[src/rtl/irq_cpu_iface_pkg.sv]
package irq_cpu_iface_pkg;

    localparam int ID_W    = 10;
    localparam int PRIO_W  = 8;
    localparam int RPRIO_W = PRIO_W + 1;

    localparam logic [ID_W-1:0]    IDLE_ID    = 10'd1023;
    localparam logic [RPRIO_W-1:0] RPRIO_IDLE = 9'h100;

    typedef enum logic [2:0] {
        OP_NONE,
        OP_CTRL,
        OP_PMASK,
        OP_BPR,
        OP_ACK,
        OP_EOI,
        OP_RPRIO,
        OP_HPID
    } op_e;

    // one entry of the per-interrupt chain table
    typedef struct packed {
        logic [ID_W-1:0]    prev_id;
        logic [RPRIO_W-1:0] prev_prio;
    } link_t;

    typedef struct packed {
        logic               cpu_en;
        logic [PRIO_W-1:0]  pmask;
        logic [ID_W-1:0]    run_id;
        logic [RPRIO_W-1:0] run_prio;
        logic               walking;
        logic [ID_W-1:0]    cursor;
        logic [ID_W-1:0]    target;
        logic               clr_v;
        logic [ID_W-1:0]    clr_id;
        logic               clr_all;
        logic               set_v;
        logic [ID_W-1:0]    set_id;
    } state_t;

endpackage

[src/rtl/irq_cpu_iface_decode.sv]
module irq_cpu_iface_decode
    import irq_cpu_iface_pkg::*;
#(
    parameter int ADDR_W = 8
) (
    input  logic [ADDR_W-1:0] addr,
    output op_e               op
);
    localparam logic [ADDR_W-1:0] OFF_CTRL  = ADDR_W'(8'h00);
    localparam logic [ADDR_W-1:0] OFF_PMASK = ADDR_W'(8'h04);
    localparam logic [ADDR_W-1:0] OFF_BPR   = ADDR_W'(8'h08);
    localparam logic [ADDR_W-1:0] OFF_ACK   = ADDR_W'(8'h0C);
    localparam logic [ADDR_W-1:0] OFF_EOI   = ADDR_W'(8'h10);
    localparam logic [ADDR_W-1:0] OFF_RPRIO = ADDR_W'(8'h14);
    localparam logic [ADDR_W-1:0] OFF_HPID  = ADDR_W'(8'h18);

    always_comb begin
        op = OP_NONE;
        if (addr == OFF_CTRL)       op = OP_CTRL;
        else if (addr == OFF_PMASK) op = OP_PMASK;
        else if (addr == OFF_BPR)   op = OP_BPR;
        else if (addr == OFF_ACK)   op = OP_ACK;
        else if (addr == OFF_EOI)   op = OP_EOI;
        else if (addr == OFF_RPRIO) op = OP_RPRIO;
        else if (addr == OFF_HPID)  op = OP_HPID;
    end
endmodule

[src/rtl/irq_cpu_iface_eval.sv]
module irq_cpu_iface_eval
    import irq_cpu_iface_pkg::*;
#(
    parameter int NIRQ = 64
) (
    input  logic [ID_W-1:0]    hp_id,
    input  logic [PRIO_W-1:0]  hp_prio,
    input  logic [RPRIO_W-1:0] run_prio,
    input  logic               eoi_edge,
    input  logic               eoi_en,
    input  logic               eoi_level,
    input  logic               eoi_tgt,
    output logic               ack_ok,
    output logic               repend
);
    localparam logic [ID_W-1:0] NIRQ_ID = ID_W'(NIRQ);

    always_comb begin
        ack_ok = (hp_id != IDLE_ID) && (hp_id < NIRQ_ID) &&
                 ({1'b0, hp_prio} < run_prio);
        repend = !eoi_edge && eoi_en && eoi_level && eoi_tgt;
    end
endmodule

[src/rtl/irq_cpu_iface.sv]
module irq_cpu_iface
    import irq_cpu_iface_pkg::*;
#(
    parameter int NIRQ   = 64,
    parameter int ADDR_W = 8,
    parameter int DATA_W = 32
) (
    input  logic              clk,
    input  logic              rst_n,
    input  logic              req_valid,
    input  logic              req_write,
    input  logic [ADDR_W-1:0] req_addr,
    input  logic [DATA_W-1:0] req_wdata,
    output logic              req_ready,
    output logic [DATA_W-1:0] rsp_rdata,
    input  logic [9:0]        hp_id,
    input  logic [7:0]        hp_prio,
    input  logic              hp_model,
    output logic [9:0]        eoi_lookup_id,
    input  logic              eoi_edge,
    input  logic              eoi_en,
    input  logic              eoi_level,
    input  logic              eoi_tgt,
    output logic              cpu_en,
    output logic [7:0]        prio_mask,
    output logic [8:0]        run_prio,
    output logic              pend_clr,
    output logic [9:0]        pend_clr_id,
    output logic              pend_clr_all,
    output logic              pend_set,
    output logic [9:0]        pend_set_id
);
    localparam int IDX_W = (NIRQ > 1) ? $clog2(NIRQ) : 1;

    state_t s_q, s_d;
    link_t  link_q [NIRQ];
    link_t  link_d [NIRQ];

    op_e             op;
    logic            ack_ok;
    logic            repend;
    logic            acc;
    logic [ID_W-1:0] wr_id;
    logic [ID_W-1:0] walk_nxt;

    irq_cpu_iface_decode #(.ADDR_W(ADDR_W)) u_decode (
        .addr (req_addr),
        .op   (op)
    );

    irq_cpu_iface_eval #(.NIRQ(NIRQ)) u_eval (
        .hp_id     (hp_id),
        .hp_prio   (hp_prio),
        .run_prio  (s_q.run_prio),
        .eoi_edge  (eoi_edge),
        .eoi_en    (eoi_en),
        .eoi_level (eoi_level),
        .eoi_tgt   (eoi_tgt),
        .ack_ok    (ack_ok),
        .repend    (repend)
    );

    assign acc      = req_valid && !s_q.walking;
    assign wr_id    = req_wdata[ID_W-1:0];
    assign walk_nxt = link_q[s_q.cursor[IDX_W-1:0]].prev_id;

    always_comb begin
        s_d       = s_q;
        link_d    = link_q;
        s_d.clr_v = 1'b0;
        s_d.set_v = 1'b0;
        rsp_rdata = '0;

        case (op)
            OP_CTRL:  rsp_rdata = DATA_W'(s_q.cpu_en);
            OP_PMASK: rsp_rdata = DATA_W'(s_q.pmask);
            OP_ACK:   rsp_rdata = DATA_W'(ack_ok ? hp_id : IDLE_ID);
            OP_RPRIO: rsp_rdata = DATA_W'(s_q.run_prio);
            OP_HPID:  rsp_rdata = DATA_W'(hp_id);
            default:  rsp_rdata = '0;
        endcase

        if (acc && req_write) begin
            case (op)
                OP_CTRL:  s_d.cpu_en = req_wdata[0];
                OP_PMASK: s_d.pmask  = req_wdata[PRIO_W-1:0];
                OP_EOI: begin
                    if (s_q.run_id != IDLE_ID) begin
                        s_d.set_v  = repend;
                        s_d.set_id = wr_id;
                        if (wr_id == s_q.run_id) begin
                            s_d.run_id   = link_q[s_q.run_id[IDX_W-1:0]].prev_id;
                            s_d.run_prio = link_q[s_q.run_id[IDX_W-1:0]].prev_prio;
                        end else begin
                            s_d.walking = 1'b1;
                            s_d.cursor  = s_q.run_id;
                            s_d.target  = wr_id;
                        end
                    end
                end
                default: ;
            endcase
        end

        if (acc && !req_write && op == OP_ACK && ack_ok) begin
            link_d[hp_id[IDX_W-1:0]] = '{prev_id: s_q.run_id, prev_prio: s_q.run_prio};
            s_d.run_id   = hp_id;
            s_d.run_prio = {1'b0, hp_prio};
            s_d.clr_v    = 1'b1;
            s_d.clr_id   = hp_id;
            s_d.clr_all  = hp_model;
        end

        // chain walker: one link per clock
        if (s_q.walking) begin
            if (walk_nxt == IDLE_ID) begin
                s_d.walking = 1'b0;
            end else if (walk_nxt == s_q.target) begin
                link_d[s_q.cursor[IDX_W-1:0]] = link_q[walk_nxt[IDX_W-1:0]];
                s_d.walking = 1'b0;
            end else begin
                s_d.cursor = walk_nxt;
            end
        end
    end

    always_ff @(posedge clk or negedge rst_n) begin
        if (!rst_n) begin
            s_q          <= '0;
            s_q.pmask    <= 8'hF0;
            s_q.run_id   <= IDLE_ID;
            s_q.run_prio <= RPRIO_IDLE;
            s_q.cursor   <= IDLE_ID;
            s_q.target   <= IDLE_ID;
            for (int i = 0; i < NIRQ; i++) begin
                link_q[i] <= '{prev_id: IDLE_ID, prev_prio: RPRIO_IDLE};
            end
        end else begin
            s_q <= s_d;
            for (int i = 0; i < NIRQ; i++) begin
                link_q[i] <= link_d[i];
            end
        end
    end

    assign req_ready     = !s_q.walking;
    assign eoi_lookup_id = wr_id;
    assign cpu_en        = s_q.cpu_en;
    assign prio_mask     = s_q.pmask;
    assign run_prio      = s_q.run_prio;
    assign pend_clr      = s_q.clr_v;
    assign pend_clr_id   = s_q.clr_id;
    assign pend_clr_all  = s_q.clr_all;
    assign pend_set      = s_q.set_v;
    assign pend_set_id   = s_q.set_id;


    idle_prio_chk: assert property (@(posedge clk) disable iff (!rst_n)
        (s_q.run_id == IDLE_ID) |-> (s_q.run_prio == RPRIO_IDLE));


    ack_run_chk: assert property (@(posedge clk) disable iff (!rst_n)
        s_q.clr_v |-> (s_q.run_id == s_q.clr_id));


    ack_prio_drop_chk: assert property (@(posedge clk) disable iff (!rst_n)
        (acc && !req_write && op == OP_ACK && ack_ok) |=> (s_q.run_prio < $past(s_q.run_prio)));


    ack_deny_chk: assert property (@(posedge clk) disable iff (!rst_n)
        (acc && !req_write && op == OP_ACK && rsp_rdata == DATA_W'(IDLE_ID))
        |=> ($stable(s_q.run_id) && !s_q.clr_v));


    eoi_idle_chk: assert property (@(posedge clk) disable iff (!rst_n)
        (acc && req_write && op == OP_EOI && s_q.run_id == IDLE_ID)
        |=> (!s_q.set_v && s_q.run_id == IDLE_ID));


    walk_quiet_chk: assert property (@(posedge clk) disable iff (!rst_n)
        s_q.walking |=> (!s_q.clr_v && !s_q.set_v && $stable(s_q.run_id)));
endmodule

[config.mk]
export PLATFORM = sky130hd
export DESIGN_NAME = irq_cpu_iface
export DESIGN_NICKNAME = d
export VERILOG_FILES = /design/src/rtl/irq_cpu_iface_pkg.sv /design/src/rtl/irq_cpu_iface_decode.sv /design/src/rtl/irq_cpu_iface_eval.sv /design/src/rtl/irq_cpu_iface.sv
export SDC_FILE = /design/constraint.sdc
export NUM_CORES = 2
export LEC_CHECK = 0
export BUFFER_PORTS_ARGS = -buffer_cell sky130_fd_sc_hd__buf_4
export CAP_MARGIN = 20
export CORE_MARGIN = 2
export CORE_UTILIZATION = 40
export CTS_BUF_LIST = sky130_fd_sc_hd__clkbuf_16
export DETAILED_ROUTE_END_ITERATION = 10
export PLACE_DENSITY = 0.59
export SYNTH_ARGS = -nofsm -noshare
export SYNTH_HDL_FRONTEND = slang
export SYNTH_SLANG_ARGS = --single-unit
export TNS_END_PERCENT = 30
[constraint.sdc]
create_clock -name clk -period 4.91 [get_ports clk]
set_input_delay 0.7365 -clock clk [delete_from_list [all_inputs] [get_ports clk]]
set_output_delay 0.7365 -clock clk [all_outputs]
set_load 0.05 [all_outputs]
==> impl_metrics.toml <==
[worst_setup_path]
slowest_stage = "or4_4"
crit_end = "link_q[626]"
worstReg2RegStart = "s_q[35]"
crit_arrival_ps = 6170
critPathMaxStageDelay_ps = 610
cp_max_fo = 8
worst-setup-path-type = "reg -> reg"
path_common_cell = "buf_12"
r2r_end = "link_q[626]"
required_ps = 5670
critPathLaunch = "s_q[35]"
ff2ff_setup_slack_ps = -500
worst-path-buf-inv = 13
worstSetupStartpointType = "flip-flop"
critPathCaptureType = "flip-flop"
crit_family = "buffers and inverters"
crit_chain = "buf_12 > buf_8 > buf_4 > nor2b_4 > buf_12 > buf_6 > a22oi_1 > nand3_1 > nand4_1 > buf_6 > or4_4 > buf_12 > buf_12 > buf_6 > mux4_2 > a22oi_2 > buf_4 > nand4_1 > buf_4 > a21oi_2 > or3_4 > buf_12 > buf_16 > mux2i_1"
r2r_cells = 24
crit_cells = 24

[drt]
routed_wirelength_mm = 476.0
drt-pass1-iter-count = 6
ant_nets = 0
drc = 0
via_count = 78795
vias_per_cell = 7.200
wire_per_inst_um = 43.49
drt_iter0_drc = 12426

[sta]
period_minus_slack_ps = 5409
slew_violations = 0
fin_crit_sh_pct = 110.2
timing.setup.tns_ps = -400440
slew_headroom_pct = 15.67
hold_violations = 0
setup_slack_ps = -499.0
fmax_ghz = 0.1849
rsz0062_at_grt = "true"
worst_pin_slew_ps = 1262
hold_ws_ps = 68.37
setup_viol = 1216
finClkSkew_ps = 43.95

[global_route]
grt_pass1_vias = 74310
antenna_found_initial = 38
grt_max_degree = 171
grt_pass1_wl_mm = 626.5
grt_usage_pct = 39.76
grt-ovfl-total = 0

[logic_synthesis]
synthMostInstantiatedCell = "mux2i_1"
syn-cell-area_mm2 = 0.08897
ys.warnings.count = 0
yosys-top-cells-area = "mux2i_1 25%, dfstp_2 22%, dfrtp_1 15%, mux4_2 15%, a22oi_1 5.4%"
synth_top_area_cell = "mux2i_1"
synth.top_cells.by_count = "2,205 x mux2i_1, 735 x dfstp_2, 642 x a22oi_1, 584 x mux4_2, 549 x dfrtp_1"
synth-seq-cells = 1284
syn_avg_cell_area_um2 = 12.26
synth_top_cell_area_share_pct = 24.81
synth_cell_type_count = 89
synthFlopType = "dfstp_2"
synth_edf_count = 0
netlist_instances = 7259
async_flop_share_pct = 100.0
yosysSeqAreaShare_pct = 37.15

[flow_run]
cap_violations = 0

[power_and_ir_drop]
ir_drop_mv = 0.4019
power.density_mw_per_mm2 = 261.9
p_leak_nw = 40.20

[clock_tree]
cts_buffer_depth = 3
h-tree-depth = 4
numCtsBuffers = 155
tritoncts = "yes"
cts_root_buffer = "clkbuf_16"
cts.clk_slew.worst_paths_ps = 60
clkSinkCount = 1284
clock_latency_ps = 870

[die]
dieWidth_um = 475.6
die-height_um = 475.6
start_util_pct = 40.14
dieArea_mm2 = 0.2262
core_area_mm2 = 0.2217
io_pins = 151
fp-row-count = 173

[place]
place_ws_ps = -1263
hpwlAfterDp_mm = 294.3
io_buffers = 106
gp_congestion = 1.044

[layout]
areaGrowthSynthToFinish_pct = 24.06
final_layout_size_suffix_gt1_share_pct = 41.16
fin_nets = 7888

[status]
violations = "negative setup slack"
status = "finished with violations"

[min_path]
hold_class = "in -> reg"
min-delay-start = "hp_model"
[repair_timing]
action | 4_1_cts | 5_1_grt
hold buffers | 1 | 0
cloned | 58 | 63
setup endpoints to repair | 1233 | 1226
pin swaps | 58 | 66
buffers inserted | 124 | 73
hold endpoints to repair | 6 | 0
gates resized for setup | 289 | 218
[cell families (layout without fill, tap and decap cells)]
kind of cell,after synthesis,after routing,synth area share (%)
muxes,2958,2958,41.82
DFF,1284,1284,37.15
AOI/OAI and AO/OA,1162,1162,9.481
and+or+nand+nor,916,916,5.050
buffers and inverters,911,1578,6.203
xor gates and xnor gates,20,20,0.1969
adders and majority gates,7,7,0.09844
other,1,44,0.004215
[through the flow]
step                      instances  cell area [µm²]  power, mW  utilization, %
after floorplan                7280            89050      12.95               -
final                         10944           110400      28.91           49.80
after detailed placement      10333            98420      15.20           44.40
after global routing          10923           110300      29.27           49.77
after global placement        10329            98340      15.18           44.36
after CTS                     10805           107700      27.93           48.57
[worst min-delay path: cells and delay by family]
| kind | cells | cell delay (ps) |
|---|---|---|
| buf+inv | 1 | 80 |
| simple gates | 2 | 80 |
[cell type report]
cell class	count	area [µm²]
diodes	22	55.05
well taps	2975	3722
flip-flops and latches	1284	33080
clock inverters	130	1052
inverters	19	71.32
fillers	19378	111300
clock buffers	160	4004
multi-input cells	5085	52040
repair buffers	1269	16350
[registers in the layout, indices dropped and copies added, names as in the netlist]
name / cells
cpu_en: 1
link_q: 1216
pend_clr: 1
pend_clr_all: 1
pend_clr_id: 10
pend_set: 1
pend_set_id: 10
prio_mask: 8
run_prio: 9
s_q: 27
[worst min path at each step]
stage | endpoint | slack [ps] | depth (start not counted)
2_1_floorplan | cpu_en | 440 | 0
3_3_place_gp | pend_clr_id[2] | 470 | 2
3_5_place_dp | pend_clr_id[3] | 470 | 2
4_1_cts | pend_clr_all | 40 | 3
5_1_grt | pend_clr_all | 90 | 3
6_report | pend_clr_all | 70 | 3
[per-layer routing]
layer	wire length, µm	track usage (%)
met4	45860	28.13
met3	74520	17.91
met1	166100	48.87
met2	189100	55.07
met5	381	0
[power breakdown]
part           internal [mW]  switching, mW  total (mW)
Combinational           2.52           3.92        6.44
Clock                   6.62           5.20        11.8
Sequential              10.6         0.0268        10.7
[layout by cell type, fill, tap and decap left out, drive strengths merged, types with 50 or more instances in the layout]
cell    Yosys  routed
o21ai      59      59
a22oi     643     643
a221oi     50      50
a21oi     198     198
mux2      147     147
nand3      59      59
mux4      586     586
nor2      233     233
nand2     321     321
nor3      161     161
mux2i    2225    2225
clkinv      7      77
buf       537    1208
clkbuf    355     212
inv        12      51
dfstp     735     735
dfrtp     549     549
(Power assumes the default switching activity.)
